## src/rtl/grp_irq_aggr.sv

```systemverilog
module grp_irq_aggr #(
  parameter int AW = 10,
  parameter int NGRP = 19,
  parameter int FIRST = 8,
  parameter int WAKE_GRP = 22,
  parameter int WIN = 20,
  parameter logic [31:0] DIRECT_MASK = 32'h00BF_E000,
  parameter logic [NGRP*32-1:0] IMPL_MASK = {
    32'h0000_307F, 32'h0000_FFFF, 32'h0FFF_FFFF, 32'h0003_07FF,
    32'h0000_823F, 32'h060C_FFFC, 32'h0000_0208, 32'h0000_07FF,
    32'h1FF0_04FF, 32'h00F3_FF1F, 32'h0000_000D, 32'h005F_FFFF,
    32'h0000_FFFF, 32'h0000_001F, 32'h7FFF_FFFF, 32'h7FFF_FFFF,
    32'h7FFF_FFFF, 32'h3FFF_FFFF, 32'h3F67_FFFF}
) (
  input  logic                 clk,
  input  logic                 rst_n,
  input  logic                 reg_wr,
  input  logic [AW-1:0]        reg_addr,
  input  logic [31:0]          reg_wdata,
  output logic [31:0]          reg_rdata,
  input  logic                 direct_mode,
  input  logic [NGRP*32-1:0]   irq_in,
  output logic [NGRP-1:0]      agg_irq,
  output logic                 wake_req,
  output logic [NGRP*32-1:0]   direct_irq
);
  localparam logic [AW-1:0] BLK_SET = AW'(12'h200);
  localparam logic [AW-1:0] BLK_CLR = AW'(12'h204);
  localparam logic [AW-1:0] BLK_PND = AW'(12'h208);
  localparam int WIDX = WAKE_GRP - FIRST;
  localparam logic [31:0] GRP_BITS = 32'(((64'd1 << NGRP) - 64'd1) << FIRST);

  logic [NGRP-1:0][31:0] stat, en, res;
  logic [31:0] blk_en, pend;

  always_ff @(posedge clk) begin
    if (!rst_n) blk_en <= '0;
    else if (reg_wr && reg_addr == BLK_SET) blk_en <= (blk_en | reg_wdata) & GRP_BITS;
    else if (reg_wr && reg_addr == BLK_CLR) blk_en <= blk_en & ~reg_wdata;
  end

  for (genvar i = 0; i < NGRP; i++) begin : g_grp
    localparam logic [AW-1:0] BASE = AW'(i * WIN);
    localparam logic [31:0] IMPL = IMPL_MASK[i*32 +: 32];
    localparam bit CAN_DIRECT = DIRECT_MASK[FIRST + i];
    logic [31:0] clr_st;

    assign clr_st = (reg_wr && reg_addr == BASE) ? reg_wdata : 32'h0;

    always_ff @(posedge clk) begin
      if (!rst_n) begin
        stat[i] <= '0;
        en[i]   <= '0;
      end else begin
        stat[i] <= ((stat[i] & ~clr_st) | irq_in[i*32 +: 32]) & IMPL;
        if (reg_wr && reg_addr == BASE + AW'(4)) en[i] <= (en[i] | reg_wdata) & IMPL;
        else if (reg_wr && reg_addr == BASE + AW'(12)) en[i] <= en[i] & ~reg_wdata;
      end
    end

    assign res[i] = stat[i] & en[i];
    assign pend[FIRST + i] = |res[i];

    if (i == WIDX) begin : g_wake
      assign agg_irq[i] = 1'b0;
    end else begin : g_norm
      assign agg_irq[i] = pend[FIRST + i] & blk_en[FIRST + i];
    end

    if (CAN_DIRECT) begin : g_dir
      assign direct_irq[i*32 +: 32] = direct_mode ? res[i] : 32'h0;
    end else begin : g_nodir
      assign direct_irq[i*32 +: 32] = 32'h0;
    end
  end

  if (FIRST > 0) begin : g_plo
    assign pend[FIRST-1:0] = '0;
  end
  if (FIRST + NGRP < 32) begin : g_phi
    assign pend[31:FIRST+NGRP] = '0;
  end

  assign wake_req = pend[WAKE_GRP] & blk_en[WAKE_GRP];

  always_comb begin
    reg_rdata = 32'h0;
    if (reg_addr == BLK_SET || reg_addr == BLK_CLR) reg_rdata = blk_en;
    else if (reg_addr == BLK_PND) reg_rdata = pend;
    else
      for (int i = 0; i < NGRP; i++) begin
        if (reg_addr == AW'(i * WIN))       reg_rdata = stat[i];
        if (reg_addr == AW'(i * WIN + 4))   reg_rdata = en[i];
        if (reg_addr == AW'(i * WIN + 8))   reg_rdata = res[i];
        if (reg_addr == AW'(i * WIN + 12))  reg_rdata = en[i];
      end
  end
endmodule

```

## config.mk

```make
export PLATFORM = sky130hd
export DESIGN_NAME = grp_irq_aggr
export DESIGN_NICKNAME = d
export VERILOG_FILES = /design/src/rtl/grp_irq_aggr.sv
export SDC_FILE = /design/constraint.sdc
export NUM_CORES = 2
export LEC_CHECK = 0
export BUFFER_PORTS_ARGS = -buffer_cell sky130_fd_sc_hd__clkbuf_2
export CELL_PAD_IN_SITES_DETAIL_PLACEMENT = 1
export CELL_PAD_IN_SITES_GLOBAL_PLACEMENT = 1
export CORE_AREA = 2 2 511 513
export CTS_CLUSTER_DIAMETER = 80
export DETAILED_ROUTE_END_ITERATION = 12
export DIE_AREA = 0 0 513 515
export MAX_ROUTING_LAYER = met4
export PLACE_DENSITY_LB_ADDON = 0.2
export SLEW_MARGIN = 30
export SYNTH_ARGS = -nofsm -noshare
export SYNTH_HDL_FRONTEND = slang
export SYNTH_SLANG_ARGS = --single-unit
```

## constraint.sdc

```tcl
create_clock -name clk -period 4.1 [get_ports clk]
set_clock_uncertainty 0.05 [all_clocks]
set_input_delay 0.205 -clock clk [delete_from_list [all_inputs] [get_ports clk]]
set_output_delay 0.205 -clock clk [all_outputs]
set_load 0.005 [all_outputs]
```

### Word-level counts from Yosys, hierarchy flattened

Index checks and enable logic that the tools add are counted.

| storage, ports and cells | value |
|---|---|
| flip-flop bits (word level) | 978 |
| bits in latches | 0 |
| memory bits (writable) | 0 |
| bits in read-only memories | 0 |
| input bits | 654 |
| output and inout port bits | 660 |
| word-level logic and storage cells | 541 |
| memories | 0 |

| operators by class | value |
|---|---|
| $add $sub $neg | 0 |
| multiply operators | 0 |
| div/mod/pow operators | 0 |
| $lt $le $gt $ge | 0 |
| equal/unequal tests | 78 |
| shifts and indexed selects | 0 |
| muxes and demuxes | 147 |
| bitwise operators | 137 |
| reductions and logical operators | 120 |

Operator list:

| kind | number |
|---|---|
| $mux 32 | 87 |
| $and 32x32->32 | 20 |
| $reduce_or 32->1 | 19 |
| $mux 31 | 9 |
| $eq 10x8->1 const B | 26 |
| $eq 10x9->1 const B | 24 |
| $mux 30 | 7 |
| $or 31x31->31 | 6 |
| $mux 16 | 9 |
| $mux 27 | 5 |
| $eq 10x7->1 const B | 13 |
| $or 30x30->30 | 4 |
| $and 16x32->32 | 3 |
| $and 31x32->32 | 3 |
| $or 16x16->16 | 6 |
| $and 31x31->31 | 3 |
| $not 31->31 | 3 |
| $mux 29 | 3 |
| $mux 28 | 3 |
| $or 27x27->27 | 3 |
| $mux 24 | 3 |
| $mux 23 | 3 |
| $and 30x32->32 | 2 |
| $and 30x30->30 | 2 |
| 65 further kinds | 216 |

### Logic depth before layout (Yosys ltp)

| logic depth | value |
|---|---|
| word-level depth | 79 |
| mapped depth | 14 |
| gate-level depth less buffers | 8 |

### Worst setup path after synthesis

Ideal clock, no wire load.

| timing path | value |
|---|---|
| path type | input to output |
| from | input port reg_addr[8] |
| to | output port reg_rdata[1] |
| arrival | 2648 ps |
| data required time | 3845 ps |
| path slack | 1197 ps |
| stages on the path | 11 |
| path buffers | 3 |
| cells stage by stage | or4_4 -> buf_6 -> buf_6 -> buf_6 -> nor3_4 -> nor2_2 -> a2111oi_4 -> nand2_1 -> a2111oi_2 -> o21ai_1 -> a221oi_1 |

| between the ends | value |
|---|---|
| longest elaborated chain between the ends | 79 |
| elaborated cells on any way between the ends | 158 |
| classes of those cells | eq/ne: 78; mux: 78; reduce/logical: 2 |

Ends and longest elaborated chain:

| item | RTL line | text |
|---|---|---|
| start: declaration | 18 | `input logic [AW-1:0] reg_addr,` |
| $logic_not 10->1 | 92 | `if (reg_addr == AW'(i * WIN)) reg_rdata = stat[i];` |
| $mux 30 | 92 |  |
| $mux 32 | 93 | `if (reg_addr == AW'(i * WIN + 4)) reg_rdata = en[i];` |
| $mux 32 | 94 | `if (reg_addr == AW'(i * WIN + 8)) reg_rdata = res[i];` |
| $mux 32 | 95 | `if (reg_addr == AW'(i * WIN + 12)) reg_rdata = en[i];` |
| $mux 32 | 92 |  |
| $mux 32 | 93 |  |
| $mux 32 | 94 |  |
| [63 not listed] | - |  |
| $mux 32 | 94 |  |
| $mux 32 | 95 |  |
| $mux 32 | 92 |  |
| $mux 32 | 93 |  |
| $mux 32 | 94 |  |
| $mux 32 | 95 |  |
| $mux 32 | 89 | `else if (reg_addr == BLK_PND) reg_rdata = pend;` |
| $mux 32 (*) | 88 | `if (reg_addr == BLK_SET \|\| reg_addr == BLK_CLR) reg_rdata = blk_en;` |
| end: declaration | 20 | `output logic [31:0] reg_rdata,` |

Every way passes the cells marked *; elsewhere a longest branch is shown, timed or not.

### Worst setup path in the final report

| timing path | value |
|---|---|
| from | input port reg_addr[8] |
| to | output port reg_rdata[19] |

| between the ends | value |
|---|---|
| longest elaborated chain between the ends | 78 |
| elaborated cells on any way between the ends | 156 |
| classes of those cells | eq/ne: 78; mux: 77; reduce/logical: 1 |

Ends and longest elaborated chain:

| item | RTL line |
|---|---|
| $eq 10x3->1 | 93 |
| $mux 32 | 93 |
| $mux 32 | 94 |
| $mux 32 | 95 |
| $mux 32 | 92 |
| $mux 32 | 93 |
| $mux 32 | 94 |
| $mux 32 | 95 |
| [62 not listed] | - |
| $mux 32 | 94 |
| $mux 32 | 95 |
| $mux 32 | 92 |
| $mux 32 | 93 |
| $mux 32 | 94 |
| $mux 32 | 95 |
| $mux 32 | 89 |
| $mux 32 (*) | 88 |

Marks and branches as above.

==> impl_metrics.ini <==
[outcome]
outcome = finished, violations left
violations = negative setup slack

[global_route]
grt_max_degree = 129
use_met1_pct = 46.9
met3_usage_pct = 4.86
grtUsageTotal_pct = 36.3
gr-total-overflow = 0
grt-busiest-layer = met2
use_met2_pct = 56.2
antenna_found_initial = 37
grt_pass1_wl_mm = 641
grt_pass1_vias = 69700

[drt]
drtIter0Drc = 8268
vias_per_cell = 5.58
drtPass1Iterations = 8
wl_mm = 487
antenna_left = 0
dr_total_vias = 71700
wl_per_cell_um = 37.9
drc = 0

[timing]
min_period_ps = 4170
maxSlewViolCount = 0
finalCritPeriodShare_pct = 102
timing.slew.headroom_pct = 25.4
final_hold_viol_count = 0
whs_ps = 24.3
setup_viol = 8
rsz0062_at_grt = true
worstMarginPinSlew_ps = 1120
fmax_mhz = 240
tns_ps = -236
setup_ws_ps = -73.0

[final_layout]
ff_latch_area_sq_um = 19600
drive_gt1_share_pct = 24.3
multi_input_area_sq_um = 33200
finalInstanceArea_sq_um = 80000
fillers = 30900
syn_to_final_growth_pct = 42.0
fin_nets = 9957

[critical_path]
worst_ep_arrival_time_ps = 3920
cp.depth = 16
critical_path_required_ps = 3850
path_cells = clkbuf_2 -> buf_4 -> or4b_4 -> buf_12 -> buf_6 -> nor3_2 -> buf_4 -> buf_12 -> a21oi_1 -> a21boi_0 -> o211ai_1 -> o211ai_1 -> o221ai_4 -> buf_6 -> o221a_2 -> clkbuf_2
cpPeakStageDelay_ps = 790
startpoint_type = input port
critPathSlowestCell = o211ai_1
crit_path_end_kind = output port
cp_max_fo = 21
path_class = input port to output port
reg2reg_depth = 3
critical-path-top-delay-family = compound AO/OA/AOI/OAI gates
worst-path-buf-inv = 8

[floorplan]
die_y_um = 515
std_cell_rows = 187
dieArea_sq_um = 264000
initial_core_util_pct = 21.8
pin_count = 1314
fp.dieW_um = 513
core-area_sq_um = 259000

[yosys]
ys_types = 90
synthCells = 7662
async_flop_share_pct = 0
post_synth.cell_area_avg_sq_um = 7.36
synth_area_leaders = dfxtp_1, nand2_1, a21oi_1
synth_top_cell_by_area = dfxtp_1
ys_seq_elements = 978
synth-main-ff-cell = dfxtp_1
synth_warnings = 0
synth-seq-area-share_pct = 34.7
syn_area_sq_um = 56400
synth_edf_count = 0
synth_top_area_share_pct = 34.7

[clock_network]
cts_buffers = 140
cts_buffer_depth = 3
cts-root-buf = clkbuf_16
cts_sinks = 978
h-tree-depth = 4
clk_pin_slew_ps = 60
cts_tree = done
clk_latency_ps = 820

[job]
maxCapViolCount = 0

[pwr]
switching_power_uw = 7790
combPwrFrac_pct = 11.2
peakVddDrop_mv = 0.502
p_leak_uw = 0.0336
power_uw = 26200
clkPwrFrac_pct = 49.5
internal-power_uw = 18400
seqPwrFrac_pct = 39.2
pwr_density_cell_nw_per_um2 = 327
switching_share_pct = 29.8

[place]
dp_hpwl_mm = 373
port_buffers = 561
place_ws_ps = -783
placed_area_sq_um = 69700
gp_congestion = 1.01

[hold_path]
min_path_cells = 4
hp-class = input port to flip-flop
==> power by group through the flow <==
stage / clock [uW] / combinational (uW) / sequential (uW)
detailed placement: 0 / 2480 / 10400
global placement: 0 / 2460 / 10400
finish: 13000 / 2940 / 10300
global route: 13500 / 3010 / 10200
floorplan: 0 / 1240 / 10100
CTS: 13200 / 2830 / 10200
==> synthesized netlist by cell type (51+ instances only) <==
library cell  instances
nand4_1              58
dfxtp_1             978
a221oi_1            104
nor2_1              801
o22ai_1             104
o221ai_1             65
buf_2               114
a22oi_1             411
buf_1                69
nand3_1             163
and2_1               51
o21ai_0             278
and3_1              417
a21oi_1             752
a211oi_1            125
nand2_1            1230
o211ai_1             62
inv_1                58
a21o_1               69
nor3_1              109
buf_4               485
clkbuf_1            512
==> through the flow <==
stage / utilization (%) / instances
detailed placement: 26.9 / 12100
global route: 30.9 / 12800
CTS: 30.7 / 12800
global placement: 26.9 / 12100
finish: 31.0 / 12800
floorplan: - / 8143
==> what timing repair did <==
action                                 4_1_cts  5_1_grt
setup endpoints to repair                   29       25
resized for setup                          138       91
hold buffers                               403        0
gates cloned                                 0        4
endpoints found under the hold margin      441        0
setup buffers                               19       18
pin swaps                                   32       37
==> cells in the final DEF, fill, tap and decap left out, types with 69 or more instances in the layout <==
master	instances
and3_1	415
clkbuf_16	148
o21ai_0	263
a21oi_1	739
clkbuf_2	535
a211oi_1	116
conb_1	482
dfxtp_1	963
buf_12	116
nand2_1	1225
buf_4	1109
a21o_1	69
a22oi_1	407
nor2_1	792
a221oi_1	96
nor3_1	74
dlygate4sd3_1	403
o22ai_1	100
nand3_1	159
==> worst reg2reg max path, stage by stage, from the launching register on <==
cell	delay, ps
dfxtp_1	610
a21oi_1	130
dlygate4sd3_1	590
nor2_1	80
==> cell type report <==
cell class,count,share of cell area (%)
multi-input cells,5923,41.5
flip-flops and latches,978,24.5
repair buffers,2201,22.3
well taps,3402,5.32
clock buffers,200,5.18
clock inverters,53,0.829
inverters,59,0.286
diodes,19,0.0594
==> per-layer routing <==
layer,up-vias,share of wire [%]
met2,3594,45
met1,37100,43
met5,-,0
met4,0,5.6
met3,767,6.6
li1,30200,-
==> kinds of logic (layout without fill, tap and decap cells) <==
family	Yosys count	count (layout)	share of synthesized area, %
buffers and inverters	1242	2513	11.8
flip-flops	978	978	34.7
XOR/XNOR	2	2	0.0311
AND/OR/NAND/NOR	3023	3023	24.5
other	1	501	0.00665
AO/OA/AOI/OAI	2410	2410	28.8
multiplexers	6	6	0.109
==> final timing paths <==
| kind | startpoint | slack, ps | end |
|---|---|---|---|
| worst min register to register | en[95] | 390 | en[95] |
| worst max register to register | stat[86] | 2580 | stat[86] |
| worst min-delay path | reg_wdata[8] | 20 | stat[424] |
| worst max-delay path | reg_addr[8] | -70 | reg_rdata[19] |
Power figures use the tool's default switching activity.
